==> src/rtl/lru_pkg.sv <==
package lru_pkg;
    localparam int WAYS  = 4;
    localparam int WAY_W = $clog2(WAYS);
    localparam int AGE_W = $clog2(WAYS);

    typedef logic [WAY_W-1:0]            way_t;
    typedef logic [AGE_W-1:0]            age_t;
    typedef logic [WAYS-1:0][AGE_W-1:0]  age_vec_t;
    typedef logic [WAYS-1:0]             valid_vec_t;

    // Ages of a set after reset: way index equals its age.
    function automatic age_vec_t reset_ages();
        age_vec_t v;
        for (int w = 0; w < WAYS; w++) begin
            v[w] = AGE_W'(w);
        end
        return v;
    endfunction
endpackage

==> src/rtl/lru_age_update.sv <==
module lru_age_update
    import lru_pkg::*;
(
    input  age_vec_t cur_ages,
    input  way_t     touch_way,
    output age_vec_t nxt_ages
);
    age_t touched_age;

    always_comb begin
        touched_age = cur_ages[touch_way];
    end

    for (genvar gi = 0; gi < WAYS; gi++) begin : g_way
        always_comb begin
            if (WAY_W'(gi) == touch_way) begin
                nxt_ages[gi] = '0;
            end else if (cur_ages[gi] < touched_age) begin
                nxt_ages[gi] = cur_ages[gi] + AGE_W'(1);
            end else begin
                nxt_ages[gi] = cur_ages[gi];
            end
        end
    end
endmodule

==> src/rtl/lru_victim_pick.sv <==
module lru_victim_pick
    import lru_pkg::*;
(
    input  age_vec_t   ages,
    input  valid_vec_t valid,
    output way_t       victim
);
    logic any_empty;
    way_t empty_idx;
    way_t oldest_idx;

    always_comb begin
        any_empty  = 1'b0;
        empty_idx  = '0;
        oldest_idx = '0;
        // Scan downward so the lowest matching index wins.
        for (int w = WAYS - 1; w >= 0; w--) begin
            if (!valid[w]) begin
                any_empty = 1'b1;
                empty_idx = WAY_W'(w);
            end
            if (ages[w] == AGE_W'(WAYS - 1)) begin
                oldest_idx = WAY_W'(w);
            end
        end
        victim = any_empty ? empty_idx : oldest_idx;
    end
endmodule

==> src/rtl/lru_state_array.sv <==
module lru_state_array
    import lru_pkg::*;
#(
    parameter int NUM_SETS = 16,
    localparam int SET_W   = $clog2(NUM_SETS)
) (
    input  logic             clk,
    input  logic             rst_n,
    input  logic             wr_en,
    input  logic [SET_W-1:0] wr_set,
    input  age_vec_t         wr_ages,
    input  logic [SET_W-1:0] rd_a_set,
    output age_vec_t         rd_a_ages,
    input  logic [SET_W-1:0] rd_b_set,
    output age_vec_t         rd_b_ages
);
    typedef struct packed {
        age_vec_t [NUM_SETS-1:0] ages;
    } state_t;

    state_t st_d, st_q;

    always_comb begin
        st_d = st_q;
        if (wr_en) begin
            st_d.ages[wr_set] = wr_ages;
        end
    end

    always_ff @(posedge clk) begin
        if (!rst_n) begin
            for (int s = 0; s < NUM_SETS; s++) begin
                st_q.ages[s] <= reset_ages();
            end
        end else begin
            st_q <= st_d;
        end
    end

    assign rd_a_ages = st_q.ages[rd_a_set];
    assign rd_b_ages = st_q.ages[rd_b_set];
endmodule

==> src/rtl/lru_tracker.sv <==
module lru_tracker
    import lru_pkg::*;
#(
    parameter int NUM_SETS = 16,
    localparam int SET_W   = $clog2(NUM_SETS)
) (
    input  logic             clk,
    input  logic             rst_n,
    input  logic             acc_valid,
    input  logic [SET_W-1:0] acc_set,
    input  logic [1:0]       acc_way,
    input  logic [SET_W-1:0] query_set,
    input  logic [3:0]       query_valid,
    output logic [7:0]       query_age,
    output logic [1:0]       victim_way
);
    age_vec_t acc_cur_ages;
    age_vec_t acc_nxt_ages;
    age_vec_t qry_ages;

    lru_state_array #(.NUM_SETS(NUM_SETS)) u_state (
        .clk       (clk),
        .rst_n     (rst_n),
        .wr_en     (acc_valid),
        .wr_set    (acc_set),
        .wr_ages   (acc_nxt_ages),
        .rd_a_set  (acc_set),
        .rd_a_ages (acc_cur_ages),
        .rd_b_set  (query_set),
        .rd_b_ages (qry_ages)
    );

    lru_age_update u_update (
        .cur_ages  (acc_cur_ages),
        .touch_way (acc_way),
        .nxt_ages  (acc_nxt_ages)
    );

    lru_victim_pick u_pick (
        .ages   (qry_ages),
        .valid  (query_valid),
        .victim (victim_way)
    );

    assign query_age = qry_ages;
endmodule

==> config.mk <==
export PLATFORM = sky130hd
export DESIGN_NAME = lru_tracker
export DESIGN_NICKNAME = d
export VERILOG_FILES = /design/src/rtl/lru_pkg.sv /design/src/rtl/lru_age_update.sv /design/src/rtl/lru_victim_pick.sv /design/src/rtl/lru_state_array.sv /design/src/rtl/lru_tracker.sv
export SDC_FILE = /design/constraint.sdc
export NUM_CORES = 1
export LEC_CHECK = 0
export BUFFER_PORTS_ARGS = -buffer_cell sky130_fd_sc_hd__clkbuf_2
export CAP_MARGIN = 20
export CORE_MARGIN = 8
export CORE_UTILIZATION = 50
export DETAILED_ROUTE_END_ITERATION = 7
export GPL_ROUTABILITY_DRIVEN = 0
export GPL_TIMING_DRIVEN = 0
export HOLD_SLACK_MARGIN = 0.02
export PLACE_DENSITY = 0.65
export SYNTH_ARGS = -nofsm -noshare
export SYNTH_HDL_FRONTEND = slang
export SYNTH_SLANG_ARGS = --single-unit
==> constraint.sdc <==
create_clock -name clk -period 4.9 [get_ports clk]
set_input_delay 0.245 -clock clk [delete_from_list [all_inputs] [get_ports clk]]
set_output_delay 0.245 -clock clk [all_outputs]
set_load 0.01 [all_outputs]
=== Word level (Yosys, flattened, before mapping) ===
Index checks and enable logic that the tools add are counted.

* Register bits after elaboration: 128
* Input port bits: 17
* Word-level logic and storage cells: 115

* Add/subtract/negate cells: 4
* Magnitude comparators: 8
* Equal/unequal tests: 7
* Mux-type cells: 30
* Reductions and logical operators: 2

{| class="wikitable"
|+ Operators with widths
! kind !! count
|-
| bitwise mux 128 bit || 1
|-
| binary-select mux 8 bit (select 4 bit) || 2
|-
| 2-to-1 mux 2 bit || 18
|-
| demux 8 bit (select 4 bit) || 1
|-
| 2-to-1 mux 8 bit || 3
|-
| < comparator 4 x 5 -> 1 bit (second input constant) || 2
|-
| adder 2 x 1 -> 2 bit (second input constant) || 4
|-
| equality test 2 bit (second input constant) || 4
|-
| < comparator 2 bit || 4
|-
| binary-select mux 2 bit (select 2 bit) || 1
|-
| equality test 2 bit (first input constant) || 2
|-
| >= comparator 4 x 1 -> 1 bit (second input constant) || 1
|-
| 2-to-1 mux 1 bit || 4
|-
| < comparator 2 x 3 -> 1 bit (second input constant) || 1
|-
| equality test 1 x 2 -> 1 bit (first input constant) || 1
|-
| zero test 2 bit || 1
|-
| logical AND 1 bit || 1
|}

=== Depth between registers and ports, before layout ===
* Word-level depth: 8
* Mapped depth: 15
* Depth with buffers taken out: 9

=== By module ===
A second synthesis with hierarchy kept.

* Cells, all modules: 807
* Area total of the unflattened synthesis: 7697.4 um2

{| class="wikitable"
|+ Modules (own cells, without submodules)
! module !! instances !! cells each !! area each (um2)
|-
| lru_state_array || 1 || 759 || 7319.5
|-
| lru_age_update || 1 || 35 || 301.5
|-
| lru_victim_pick || 1 || 13 || 76.3
|}

=== Worst setup path after synthesis ===
Ideal clock, no wire load.

* Path type: input to register
* From: in acc_set[1]
* To: reg u_state.st_q[20] (netlist bit)
* Arrival: 3.645 ns
* Slack: 1.114 ns
* Stages: 14
* Path buffers: 5
* Cell sequence: buf_2 buf_6 buf_4 clkbuf_1 mux4_1 mux4_2 mux4_1 inv_1 ha_1 nor2_1 xor2_1 a32oi_1 buf_2 a21oi_1

* Longest elaborated chain between the ends: 8
* Elaborated cells on any way between the ends: 14
* Those cells by class: add/sub: 1; order compare: 3; mux: 9; reduce/logical: 1

{| class="wikitable"
|+ RTL lines
! item !! RTL line !! source
|-
| start: declaration || lru_tracker.sv:10 || <nowiki>input logic [SET_W-1:0] acc_set,</nowiki>
|-
| binary-select mux 8 bit (select 4 bit) || lru_state_array.sv:40 || <nowiki>assign rd_a_ages = st_q.ages[rd_a_set];</nowiki>
|-
| 2-to-1 mux 8 bit (implied by the code) || lru_state_array.sv:40 ||
|-
| binary-select mux 2 bit (select 2 bit) || lru_age_update.sv:11 || <nowiki>touched_age = cur_ages[touch_way];</nowiki>
|-
| 2-to-1 mux 2 bit (implied by the code) || lru_age_update.sv:11 ||
|-
| < comparator 2 bit || lru_age_update.sv:18 || <nowiki>end else if (cur_ages[gi] < touched_age) begin</nowiki>
|-
| 2-to-1 mux 2 bit || lru_age_update.sv:18 ||
|-
| 2-to-1 mux 2 bit || lru_age_update.sv:16 || <nowiki>if (WAY_W'(gi) == touch_way) begin</nowiki>
|-
| bitwise mux 128 bit * || lru_state_array.sv:26 || <nowiki>st_d.ages[wr_set] = wr_ages;</nowiki>
|-
| end signal: assignment || lru_state_array.sv:36 || <nowiki>st_q <= st_d;</nowiki>
|-
| end: declaration || lru_state_array.sv:21 || <nowiki>state_t st_d, st_q;</nowiki>
|}

Every way passes the cells marked *; elsewhere a longest branch is shown, timed or not. The select of a mux whose other input is x is not followed.
A chain may end at the register's enable or synchronous reset.

=== Worst setup path after layout ===
* From: in acc_set[1]
* To: reg u_state.st_q[4] (netlist bit)

Same word-level chain as after synthesis.

==> results.sh <==
export IMPL_status="completed"
export IMPL_finalHoldViolations=0
export IMPL_drtIter0Drc=1177
export IMPL_crit_chain="buf_2 > buf_6 > buf_4 > clkbuf_1 > mux4_1 > mux4_2 > mux4_1 > inv_1 > ha_1 > nor2_1 > xor2_1 > a32oi_1 > buf_2 > a21oi_1"
export IMPL_fp_coreArea_um2=15000
export IMPL_cap_violations=0
export IMPL_yosysSeqAreaShare_pct=33.6
export IMPL_p_leak_nw=3.30
export IMPL_required_ns=5.17
export IMPL_holdPathStages=3
export IMPL_drive_above_1_share_pct=17.1
export IMPL_nFillCells=1335
export IMPL_cpPeakStageDelay_ns=0.72
export IMPL_critPathMaxFanout=10
export IMPL_slew_headroom_pct=23.1
export IMPL_htree_levels=4
export IMPL_synth_ff_type="dfxtp_1"
export IMPL_whs_ns=0.347
export IMPL_yosys_warnings=0
export IMPL_io_pins=27
export IMPL_numCtsBuffers=17
export IMPL_multi_input_area_um2=4670
export IMPL_timing_final_ws_setup_ns=0.333
export IMPL_max_freq_mhz=219
export IMPL_drv_slew=0
export IMPL_rows=45
export IMPL_reg_top3="u_state.st_q x128"
export IMPL_worstSetupStartpointType="primary input"
export IMPL_insertion_delay_ns=0.43
export IMPL_dieArea_um2=19500
export IMPL_min_period_ns=4.57
export IMPL_rsz0062_at_grt="no"
export IMPL_crit_path_end_kind="flop"
export IMPL_syn_inst=794
export IMPL_mappedNetlistArea_um2=7630
export IMPL_crit_slowest_cell="a32oi_1"
export IMPL_wl_mm=26.4
export IMPL_worst_pin_slew_ns=1.14
export IMPL_ys_ff_latch=128
export IMPL_setup_viol=0
export IMPL_cts_tree="done"
export IMPL_reg2regPathDepth=10
export IMPL_vias=7312
export IMPL_finalClockSkew_ns=0.00909
export IMPL_vias_per_cell=7.07
export IMPL_cts_sinks=128
export IMPL_synth_edf_count=0
export IMPL_top_register="u_state.st_q"
export IMPL_clockBufferDepth=2
export IMPL_cp_arrival_ns=4.84
export IMPL_dr_pass1_iters=6
export IMPL_ant_nets=0
export IMPL_final_period_utilization_pct=93.2
export IMPL_syn2layout_area_growth_pct=12.0
export IMPL_numPortBuffers=21
export IMPL_dp_slack_ns=0.0221
export IMPL_worst_path_stages=14
export IMPL_setup_tns_ns=0
export IMPL_yosysUniqueCellTypes=52
export IMPL_globalRouteOverflowTotal=0
export IMPL_async_reset_ff_share_pct=0
export IMPL_fp_dieW_um=140
export IMPL_ctsHoldBuffers=0
export IMPL_crit_type="primary input to flop"
export IMPL_track_usage_pct=27.0
export IMPL_routedWlPerCell_um=25.5
export IMPL_cts_root_buf="clkbuf_16"
export IMPL_antenna_cells=0
export IMPL_crit_buf_inv=6
export IMPL_power_density_nw_per_um2=316
export IMPL_hpwl_mm=18.9
export IMPL_nNetsFinal=855
export IMPL_path_clk_slew_ns=0.06
export IMPL_grt_pass1_wl_mm=40.4
export IMPL_ff_latch_area_um2=2560
export IMPL_initial_core_util_pct=50.8
export IMPL_post_cts_setup_buffer_count=0
export IMPL_cts_resized=0
export IMPL_synth_nets=815
export IMPL_die_h_um=140
export IMPL_peakVddDrop_mv=0.256
export IMPL_grt_max_degree=17
export IMPL_crit_family="buffers and inverters"
export IMPL_holdCritPathClass="primary input to flop"
export IMPL_antenna_found_initial=0
export IMPL_largest_reg_flops=128
export IMPL_drc=0
export IMPL_grt_pass1_vias=6760
export IMPL_syn_mean_instance_area_um2=9.61
cells by family after synthesis:
logic type                 count (synthesis)  synth area share (%)
and+or+nand+nor                          250                  14.9
AOI/OAI and AO/OA                        243                  23.3
DFF                                      128                  33.6
muxes                                     84                  21.7
buffers and inverters                     81                  5.18
xor gates and xnor gates                   4                 0.656
adders and majority gates                  4                 0.656
worst min-delay path, stage by stage:
cell	delay (ns)
clkbuf_2	0.11
nand2_1	0.25
o31ai_1	0.12
power by group:
part	switching [mW]	internal, mW	total, mW
sequential	0.0145	1.06	1.07
clock	0.497	0.759	1.26
combinational	0.254	0.113	0.367
per-layer routing:
layer	GRT usage [%]	vias up	share of wire, %
met5	0	-	0
met4	11.5	0	3.9
met3	7.63	87	12
met2	40.1	544	44
met1	36.1	3496	40
li1	-	3185	-
cell type report:
cell class / count / share of cell area [%]
plain buffers: 78 / 4.49
clock buffers: 18 / 5.14
clock inverters: 13 / 1.61
inverters: 3 / 0.132
multi-input cells: 585 / 54.7
flip-flops and latches: 128 / 30.0
well taps: 188 / 2.75
repair buffers: 21 / 1.23
synthesized netlist by cell type (8+ instances only):
library cell	n	area, um^2
o31ai_2	10	125
o31ai_1	22	165
nand2_1	123	462
a22oi_1	26	195
mux4_1	20	526
a21oi_1	20	100
nand3_1	66	330
a41oi_1	33	289
o211ai_1	8	60.1
o211ai_2	10	125
o311ai_0	16	140
mux2i_1	24	240
o21ai_0	67	335
dfxtp_1	128	2560
mux4_2	39	878
a31oi_1	17	106
nor2_1	19	71.3
buf_2	8	40.0
clkbuf_1	56	210
layout by cell type (no fill, tap or decap), types with 3 or more instances in the layout:
cell / netlist / final
a31oi_1: 17 / 17
buf_4: 3 / 3
a22oi_1: 26 / 26
inv_1: 3 / 3
buf_2: 8 / 8
nor2b_1: 5 / 5
a21oi_1: 20 / 20
nand3_1: 66 / 66
clkbuf_1: 56 / 56
or3_1: 3 / 3
buf_6: 5 / 5
or2_2: 6 / 6
mux4_1: 20 / 20
clkbuf_16: 0 / 17
o211ai_2: 10 / 10
inv_6: 0 / 3
dfxtp_1: 128 / 128
clkinv_2: 0 / 4
buf_1: 4 / 4
o311ai_0: 16 / 16
o31ai_1: 22 / 22
nor3_1: 4 / 4
o211ai_1: 8 / 8
nand2_1: 123 / 123
clkinvlp_4: 0 / 3
and3_1: 5 / 5
mux4_2: 39 / 39
ha_1: 4 / 4
mux2i_1: 24 / 24
nand2b_1: 6 / 6
and2_1: 5 / 5
a41oi_1: 33 / 33
and3b_1: 3 / 3
nor2_1: 19 / 19
clkbuf_2: 0 / 21
o31ai_2: 10 / 10
o21ai_0: 67 / 67
metrics by stage:
| stage | utilization [%] | area (um^2) | instances | total power [mW] |
|---|---|---|---|---|
| 5_1_grt | 56.9 | 8550 | 1034 | 2.77 |
| 3_5_place_dp | 53.0 | 7970 | 1003 | 1.45 |
| 2_1_floorplan | - | 7630 | 794 | 1.33 |
| 6_report | 56.9 | 8550 | 1034 | 2.70 |
| 4_1_cts | 56.9 | 8550 | 1034 | 2.68 |
| 3_3_place_gp | 53.0 | 7970 | 1003 | 1.44 |
path summary, 6_finish.rpt:
kind / slack (ns) / startpoint / to
max: 0.33 / acc_set[1] / u_state.st_q[4]
min: 0.35 / rst_n / u_state.st_q[91]
max reg2reg: 0.67 / u_state.st_q[73] / u_state.st_q[4]
min reg2reg: 0.49 / u_state.st_q[73] / u_state.st_q[73]
Power figures use the tool's default switching activity.
